$ cat src/rtl/gpio_pad_pkg.sv
package gpio_pad_pkg;
  localparam int CFG_W   = 32;
  localparam int MODE_W  = 4;
  localparam int ROUTE_N = 4;

  localparam int B_TXV   = 0;
  localparam int B_RXV   = 1;
  localparam int B_TXDIS = 8;
  localparam int B_RXDIS = 9;
  localparam int B_MODE  = 10;
  localparam int B_ROUTE = 17;
  localparam int B_INV   = 23;
  localparam int B_EV    = 25;

  typedef enum logic [1:0] {
    EV_LEVEL = 2'd0,
    EV_EDGE  = 2'd1,
    EV_OFF   = 2'd2,
    EV_BOTH  = 2'd3
  } evsel_e;

  typedef struct packed {
    evsel_e               ev;
    logic                 inv;
    logic [ROUTE_N-1:0]   route;
    logic [MODE_W-1:0]    mode;
    logic                 rxdis;
    logic                 txdis;
    logic                 txval;
  } pad_cfg_t;

  localparam pad_cfg_t CFG_RST = '{
    ev: EV_OFF, inv: 1'b0, route: '0, mode: '0,
    rxdis: 1'b0, txdis: 1'b1, txval: 1'b0
  };

  function automatic pad_cfg_t unpack_cfg(input logic [CFG_W-1:0] w);
    pad_cfg_t c;
    c.ev    = evsel_e'(w[B_EV +: 2]);
    c.inv   = w[B_INV];
    c.route = w[B_ROUTE +: ROUTE_N];
    c.mode  = w[B_MODE +: MODE_W];
    c.rxdis = w[B_RXDIS];
    c.txdis = w[B_TXDIS];
    c.txval = w[B_TXV];
    return c;
  endfunction

  function automatic logic [CFG_W-1:0] wr_mask();
    logic [CFG_W-1:0] m;
    m = '0;
    m[B_EV +: 2]          = '1;
    m[B_INV]              = 1'b1;
    m[B_ROUTE +: ROUTE_N] = '1;
    m[B_MODE +: MODE_W]   = '1;
    m[B_RXDIS]            = 1'b1;
    m[B_TXDIS]            = 1'b1;
    m[B_TXV]              = 1'b1;
    return m;
  endfunction
endpackage

$ cat src/rtl/gpio_pad_sync.sv
module gpio_pad_sync #(
  parameter int STAGES = 2
) (
  input  logic clk,
  input  logic rst_n,
  input  logic d_in,
  output logic q_out
);
  logic [STAGES-1:0] stage_q;

  generate
    for (genvar i = 0; i < STAGES; i++) begin : g_stage
      logic stage_d;
      if (i == 0) begin : g_first
        assign stage_d = d_in;
      end else begin : g_rest
        assign stage_d = stage_q[i-1];
      end
      always_ff @(posedge clk or negedge rst_n) begin
        if (!rst_n) stage_q[i] <= 1'b0;
        else        stage_q[i] <= stage_d;
      end
    end
  endgenerate

  assign q_out = stage_q[STAGES-1];
endmodule

$ cat src/rtl/gpio_pad_cfg.sv
module gpio_pad_cfg
  import gpio_pad_pkg::*;
(
  input  logic             clk,
  input  logic             rst_n,
  input  logic             wr_en,
  input  logic [CFG_W-1:0] wr_data,
  input  logic             rx_bit,
  output pad_cfg_t         cfg,
  output logic [CFG_W-1:0] rd_data
);
  localparam logic [CFG_W-1:0] WMASK = wr_mask();

  pad_cfg_t cfg_q, cfg_d;
  logic     cfg_en;
  logic     unused_wr;

  assign unused_wr = ^(wr_data & ~WMASK);

  always_comb begin
    cfg_d  = cfg_q;
    cfg_en = wr_en;
    if (wr_en) begin
      cfg_d = unpack_cfg(wr_data);
      if (cfg_d.mode == '0 && cfg_q.mode != '0) cfg_d.route = '0;
    end
  end

  always_ff @(posedge clk or negedge rst_n) begin
    if (!rst_n)      cfg_q <= CFG_RST;
    else if (cfg_en) cfg_q <= cfg_d;
  end

  always_comb begin
    rd_data                   = '0;
    rd_data[B_TXV]            = cfg_q.txval;
    rd_data[B_RXV]            = rx_bit;
    rd_data[B_TXDIS]          = cfg_q.txdis;
    rd_data[B_RXDIS]          = cfg_q.rxdis;
    rd_data[B_MODE +: MODE_W] = cfg_q.mode;
    rd_data[B_ROUTE +: ROUTE_N] = cfg_q.route;
    rd_data[B_INV]            = cfg_q.inv;
    rd_data[B_EV +: 2]        = cfg_q.ev;
  end

  assign cfg = cfg_q;

  assert_route_clear_R11: assert property (@(posedge clk) disable iff (!rst_n)
    (wr_en && wr_data[B_MODE +: MODE_W] == '0 && cfg_q.mode != '0) |=> (cfg_q.route == '0));

  assert_rx_readonly_R2: assert property (@(posedge clk) disable iff (!rst_n)
    (wr_en) |=> (cfg_q.txval == $past(wr_data[B_TXV])));
endmodule

$ cat src/rtl/gpio_pad_evt.sv
module gpio_pad_evt
  import gpio_pad_pkg::*;
(
  input  logic   clk,
  input  logic   rst_n,
  input  logic   rx_val,
  input  logic   inv,
  input  evsel_e ev_sel,
  output logic   evt
);
  logic cur;
  logic prev_q, evt_q, evt_d;

  assign cur = rx_val ^ inv;

  always_comb begin
    case (ev_sel)
      EV_LEVEL: evt_d = cur;
      EV_EDGE:  evt_d = cur & ~prev_q;
      EV_BOTH:  evt_d = cur ^ prev_q;
      default:  evt_d = 1'b0;
    endcase
  end

  always_ff @(posedge clk or negedge rst_n) begin
    if (!rst_n) begin
      prev_q <= 1'b0;
      evt_q  <= 1'b0;
    end else begin
      prev_q <= cur;
      evt_q  <= evt_d;
    end
  end

  assign evt = evt_q;

  assert_off_silent_R10: assert property (@(posedge clk) disable iff (!rst_n)
    (ev_sel == EV_OFF) |=> !evt_q);

  assert_edge_single_R8: assert property (@(posedge clk) disable iff (!rst_n)
    (ev_sel == EV_EDGE && $past(ev_sel) == EV_EDGE && evt_q) |=> !evt_q);
endmodule

$ cat src/rtl/gpio_pad_ctl.sv
module gpio_pad_ctl
  import gpio_pad_pkg::*;
#(
  parameter int SYNC_STAGES = 2
) (
  input  logic              clk,
  input  logic              rst_n,
  input  logic              cfg_wr_en,
  input  logic [31:0]       cfg_wr_data,
  output logic [31:0]       cfg_rd_data,
  input  logic              pad_in,
  output logic              pad_oe,
  output logic              pad_out,
  output logic              gpio_val,
  output logic              evt_o,
  output logic [3:0]        route_en
);
  logic [1:0] rst_pipe_q;
  logic       rst_sync_n;
  logic       pad_sync;
  logic       rx_bit;
  pad_cfg_t   cfg;

  always_ff @(posedge clk or negedge rst_n) begin
    if (!rst_n) rst_pipe_q <= 2'b00;
    else        rst_pipe_q <= {rst_pipe_q[0], 1'b1};
  end
  assign rst_sync_n = rst_pipe_q[1];

  gpio_pad_sync #(.STAGES(SYNC_STAGES)) u_sync (
    .clk   (clk),
    .rst_n (rst_sync_n),
    .d_in  (pad_in),
    .q_out (pad_sync)
  );

  assign rx_bit = pad_sync & ~cfg.rxdis;

  gpio_pad_cfg u_cfg (
    .clk     (clk),
    .rst_n   (rst_sync_n),
    .wr_en   (cfg_wr_en),
    .wr_data (cfg_wr_data),
    .rx_bit  (rx_bit),
    .cfg     (cfg),
    .rd_data (cfg_rd_data)
  );

  gpio_pad_evt u_evt (
    .clk    (clk),
    .rst_n  (rst_sync_n),
    .rx_val (rx_bit),
    .inv    (cfg.inv),
    .ev_sel (cfg.ev),
    .evt    (evt_o)
  );

  assign pad_oe   = (cfg.mode == '0) & ~cfg.txdis;
  assign pad_out  = pad_oe & cfg.txval;
  assign gpio_val = cfg.txdis ? rx_bit : cfg.txval;
  assign route_en = cfg.route;

  assert_native_no_drive_R4: assert property (@(posedge clk) disable iff (!rst_sync_n)
    (cfg_wr_en && cfg_wr_data[B_MODE +: MODE_W] != '0) |=> !pad_oe);

  assert_out_quiet_R3: assert property (@(posedge clk) disable iff (!rst_sync_n)
    (!pad_oe) |-> !pad_out);
endmodule

$ cat config.mk
export PLATFORM = sky130hd
export DESIGN_NAME = gpio_pad_ctl
export DESIGN_NICKNAME = d
export VERILOG_FILES = /design/src/rtl/gpio_pad_pkg.sv /design/src/rtl/gpio_pad_sync.sv /design/src/rtl/gpio_pad_cfg.sv /design/src/rtl/gpio_pad_evt.sv /design/src/rtl/gpio_pad_ctl.sv
export SDC_FILE = /design/constraint.sdc
export NUM_CORES = 1
export LEC_CHECK = 0
export CORE_MARGIN = 1.5
export CORE_UTILIZATION = 28
export CTS_CLUSTER_SIZE = 28
export DETAILED_ROUTE_END_ITERATION = 12
export GPL_ROUTABILITY_DRIVEN = 0
export PLACE_DENSITY = 0.66
export SLEW_MARGIN = 10
export SYNTH_ARGS = -nofsm -noshare
export SYNTH_HDL_FRONTEND = slang
export SYNTH_HIERARCHICAL = 1
export SYNTH_SLANG_ARGS = --single-unit
$ cat constraint.sdc
create_clock -name clk -period 1.65 [get_ports clk]
set_input_delay 0.4125 -clock clk [delete_from_list [all_inputs] [get_ports clk]]
set_output_delay 0.4125 -clock clk [all_outputs]
set_load 0.02 [all_outputs]
=== Word-level counts from Yosys, hierarchy flattened ===
Cells that the tools add are included.

* Logic and storage cells: 31
* Bits in registers: 20
* Bits of input ports: 36

* Mux-type cells: 3
* Reduce and logical (&&, ||, !) cells: 5
* Bitwise gates (word level): 9
* Equality and inequality tests: 2

{| class="wikitable"
|+ Operator list
! operator !! number
|-
| 4-bit logical NOT || 2
|-
| 1-bit AND || 4
|-
| 4-bit two-way mux || 1
|-
| 4-bit nonzero test || 1
|-
| 1-bit NOT || 3
|-
| 1-bit one-hot mux with 3 select lines || 1
|-
| 2-bit by 1-bit equality test with 1-bit output, second input constant || 1
|-
| 2-bit equality test, second input constant || 1
|-
| 2-bit logical NOT || 1
|-
| 1-bit bitwise XOR || 2
|-
| 1-bit logical AND || 1
|-
| 1-bit two-way mux || 1
|}

=== Logic depth before layout (Yosys ltp) ===
* Word-level depth: 5
* Mapped depth: 5
* Depth with buffers taken out: 5

=== Hierarchy ===
Netlist, hierarchy kept.

{| class="wikitable"
|+ Modules (own cells, without submodules)
! module !! instances !! cells each !! area an instance (um2)
|-
| gpio_pad_cfg || 1 || 74 || 792.0
|-
| gpio_pad_ctl || 1 || 8 || 98.8
|-
| gpio_pad_evt || 1 || 8 || 95.1
|-
| gpio_pad_sync || 1 || 2 || 50.0
|}

=== Worst setup path before layout ===
OpenSTA, ideal clock, no wires.

* Path type: register to output
* Start point: reg u_cfg.cfg_q (netlist bit u_cfg/cfg[4])
* End point: out pad_out
* Buffers on the path: 0
* Data arrival time: 1.259 ns
* Cell stages (with the launch flop): 3
* Required time: 1.237 ns
* Setup slack: -0.022 ns
* Cell sequence: dfrtp_1 or4_4 nor3b_2

* Cells in the longest elaborated chain, start to end: 3

{| class="wikitable"
|+ RTL lines
! element !! line !! text
|-
| start, declared || gpio_pad_cfg.sv:14 || <nowiki>pad_cfg_t cfg_q, cfg_d;</nowiki>
|-
| start signal, assigned || gpio_pad_cfg.sv:31 || <nowiki>else if (cfg_en) cfg_q <= cfg_d;</nowiki>
|-
| 4-bit logical NOT || gpio_pad_ctl.sv:58 || <nowiki>assign pad_oe = (cfg.mode == '0) & ~cfg.txdis;</nowiki>
|-
| 1-bit AND || gpio_pad_ctl.sv:58 ||
|-
| 1-bit AND || gpio_pad_ctl.sv:59 || <nowiki>assign pad_out = pad_oe & cfg.txval;</nowiki>
|-
| end, declared || gpio_pad_ctl.sv:13 || <nowiki>output logic pad_out,</nowiki>
|}

Every way passes these cells.

=== Final worst setup path ===
Same ends and word-level chain as after synthesis.

==> metrics.md <==
| Metric | Value |
|---|---|
| Startpoint Class | `flip-flop` |
| Antenna violations before repair | `0` |
| Layout cells sized above 1 | `0.2756` |
| Fmax achieved | `514.5 MHz` |
| Count of input and output buffers | `40` |
| Number of diodes | `0` |
| Chip height | `63.83 µm` |
| Number of global-route vias before repair | `643` |
| Synth top area cells | `dfrtp_1 (43%), buf_4 (23%), mux2_2 (12%)` |
| Remaining global-route overflow | `0` |
| Internal | `0.9317 mW` |
| Die Area | `4074 µm²` |
| DRT antenna net count | `0` |
| Power Total | `1.306 mW` |
| Vias per inst | `3.879` |
| Die width | `63.83 µm` |
| Mean routed wirelength per cell | `10.51 µm` |
| Detailed Place HPWL | `1466 µm` |
| Fin crit share | `1.178` |
| Drt pass-1 iters | `3` |
| Final instance area | `1438 µm²` |
| Core area | `3442 µm²` |
| Vias | `671` |
| Yosys reg bits | `20` |
| Sequential Power Share | `0.443` |
| FP Rows | `21` |
| H-tree depth | `1` |
| Area Growth Syn to Fin | `38.77%` |
| Violated checks | `negative setup slack` |
| Crit path DAT | `1.53 ns` |
| Hold crit path type | `reg -> async` |
| Max-Cap Viols | `0` |
| Global-route wire length before repair | `2884 µm` |
| Post-synthesis async set-or-reset flop share | `1.000` |
| Most common cell in the synthesized netlist | `buf_4` |
| Post-synth top area cell | `dfrtp_1` |
| Share of the yosys chip area belonging to registers | `0.4855` |
| Maximum root-to-sink buffer count | `2` |
| Top cell type's share of synthesized area | `0.4348` |
| Area post-placement | `1383 µm²` |
| Post-route DRC violation count | `0` |
| Clk_lat worst skew | `0.25 ns` |
| Setup WS post-layout | `-0.2936 ns` |
| Leak | `0.7123 nW` |
| Final wirelength | `1818 µm` |
| Synth cell count leaders | `buf_4 (32), dfrtp_1 (18), mux2_2 (11)` |
| Syn Area/Cell | `11.26 µm²` |
| Skew final | `0.002820 ns` |
| Worst r2r src | `u_cfg/cfg[2]` |
| Critical path type | `reg -> out` |
| Post-synth EDFFs | `0` |
| Largest net degree at the start of global routing | `19` |
| Final Hold Viols | `0` |
| Final Critical Period | `1.944 ns` |
| Least-Margin Pin Slew | `0.7107 ns` |
| Root buffer cell | `clkbuf_8` |
| Post-Syn Area | `1036 µm²` |
| Final nets | `165` |
| Setup Viol. Count Final | `2` |
| P_sw | `0.3743 mW` |
| Total CTS buffers | `3` |
| Reg2reg setup slack | `0.19 ns` |
| WP data required | `1.24 ns` |
| Number of DRC markers in iteration 0 | `3` |
| R2R depth | `5` |
| Switch share | `0.2866` |
| Power Density | `908.4 nW/µm²` |
| Num ports | `76` |
| Gr usage total | `0.09084` |
| CTS sink cnt | `20` |
| Slew Viols, Final | `0` |
| Clk pwr share | `0.277` |
| RR Endpoint | `u_evt/evt` |
| Post-Syn Instances | `92` |
| Main flop type after synthesis | `dfrtp_1` |
| Yosys cell types | `18` |
| Starting Density | `0.3010` |
| Comb pwr share | `0.280` |
| CP Max Fanout | `2` |
| Max IR drop VDD | `611.7 µV` |
| Critical Path Sink Type | `output pin` |
| Run status | `complete, but fails checks` |
| Slew headroom | `0.5262` |
| Post-CTS Hold Buffers | `0` |
| Clk slew on worst S/H paths | `0.07 ns` |
| Warnings from Yosys | `6` |
| CTS tree | `done` |
| RSZ-0062 raised after global routing | `yes` |
[final cells by class]
type	instances	area [µm²]
Tap cell	46	57.56
Multi-Input combinational cell	49	339.1
Timing Repair Buffer	49	464.2
Clock buffer	4	55.05
Inverter	5	18.77
Sequential cell	20	503.0
Fill cell	356	2004
[sequential cells by signal (all words and copies together) (netlist names)]
| register | count |
|---|---|
| rst_pipe_q | 2 |
| u_cfg/cfg | 14 |
| u_evt/evt | 1 |
| u_evt/prev_q | 1 |
| u_sync/g_stage.stage_d | 1 |
| u_sync/q_out | 1 |
[layer usage]
layer,routed length [µm],vias up,track usage
met1,741,313,0.1046
met3,87,2,0.02289
met4,27,0,0.03261
met2,961,33,0.1615
met5,0,-,0
li1,-,323,-
[timing repair]
item / in CTS / in global routing
buffers inserted: 0 / 1
setup endpoints to repair: 19 / 12
resized for setup: 33 / 11
[worst max-delay path by stage]
stage,start,to,depth (start not counted)
3_3_place_gp,u_cfg/cfg[4],pad_out,3
3_5_place_dp,u_cfg/cfg[4],pad_out,3
2_1_floorplan,u_cfg/cfg[4],pad_oe,2
4_1_cts,u_cfg/cfg[4],pad_out,3
5_1_grt,u_cfg/cfg[4],pad_out,3
6_report,u_cfg/cfg[4],pad_out,3
[metrics by stage]
step	hold WS, ns	util	setup TNS (ns)	setup slack [ns]	cells
floorplan	0.1169	-	0	0.003617	108
global placement	0.3058	0.4017	-1.775	-0.4544	168
detailed placement	0.3227	0.4017	-1.969	-0.4739	168
CTS	0.3188	0.4108	-0.5478	-0.2931	172
global route	0.3159	0.4177	-0.5898	-0.3364	173
finish	0.2947	0.4177	-0.4835	-0.2936	173
[cell families after synthesis]
family	count (synthesis)	synth area share
buffers and inverters	39	0.2597
DFF	20	0.4855
muxes	12	0.1292
and+or+nand+nor	12	0.06765
AOI/OAI and AO/OA	5	0.03019
other	2	0.007249
adders and majority gates	1	0.01208
xor gates and xnor gates	1	0.008456
[critical path, cell delays in order (launching register included)]
cell and delay (ns):
dfrtp_1 0.38, or4_4 0.57, nor3b_4 0.20, buf_6 0.14
[power groups by stage]
stage	clock network, mW	registers (mW)	logic (mW)
after detailed placement	0	0.591	0.390
after global placement	0	0.588	0.383
final	0.362	0.578	0.366
after floorplan	0	0.608	0.247
after CTS	0.371	0.580	0.360
after global routing	0.391	0.589	0.389
[placed cells by master, fill, tap and decap left out]
cell type / netlist / layout
dlygate4sd2_1: 0 / 14
nand2_1: 5 / 5
inv_1: 5 / 5
clkbuf_2: 0 / 2
dfstp_2: 2 / 2
dfrtp_1: 18 / 18
clkdlybuf4s50_1: 0 / 18
dlymetal6s2s_1: 0 / 3
nor2b_1: 1 / 1
nor3b_4: 0 / 1
mux2_4: 0 / 1
buf_6: 0 / 3
buf_4: 32 / 8
buf_12: 0 / 1
nor2_2: 0 / 2
clkbuf_8: 0 / 4
o22ai_1: 5 / 5
or4_4: 1 / 1
xor2_1: 1 / 1
or4_1: 1 / 1
mux2i_1: 1 / 1
conb_1: 2 / 18
ha_1: 1 / 1
nor4_1: 1 / 1
mux2_2: 11 / 10
Note: power is estimated with default switching activity, not from simulation.
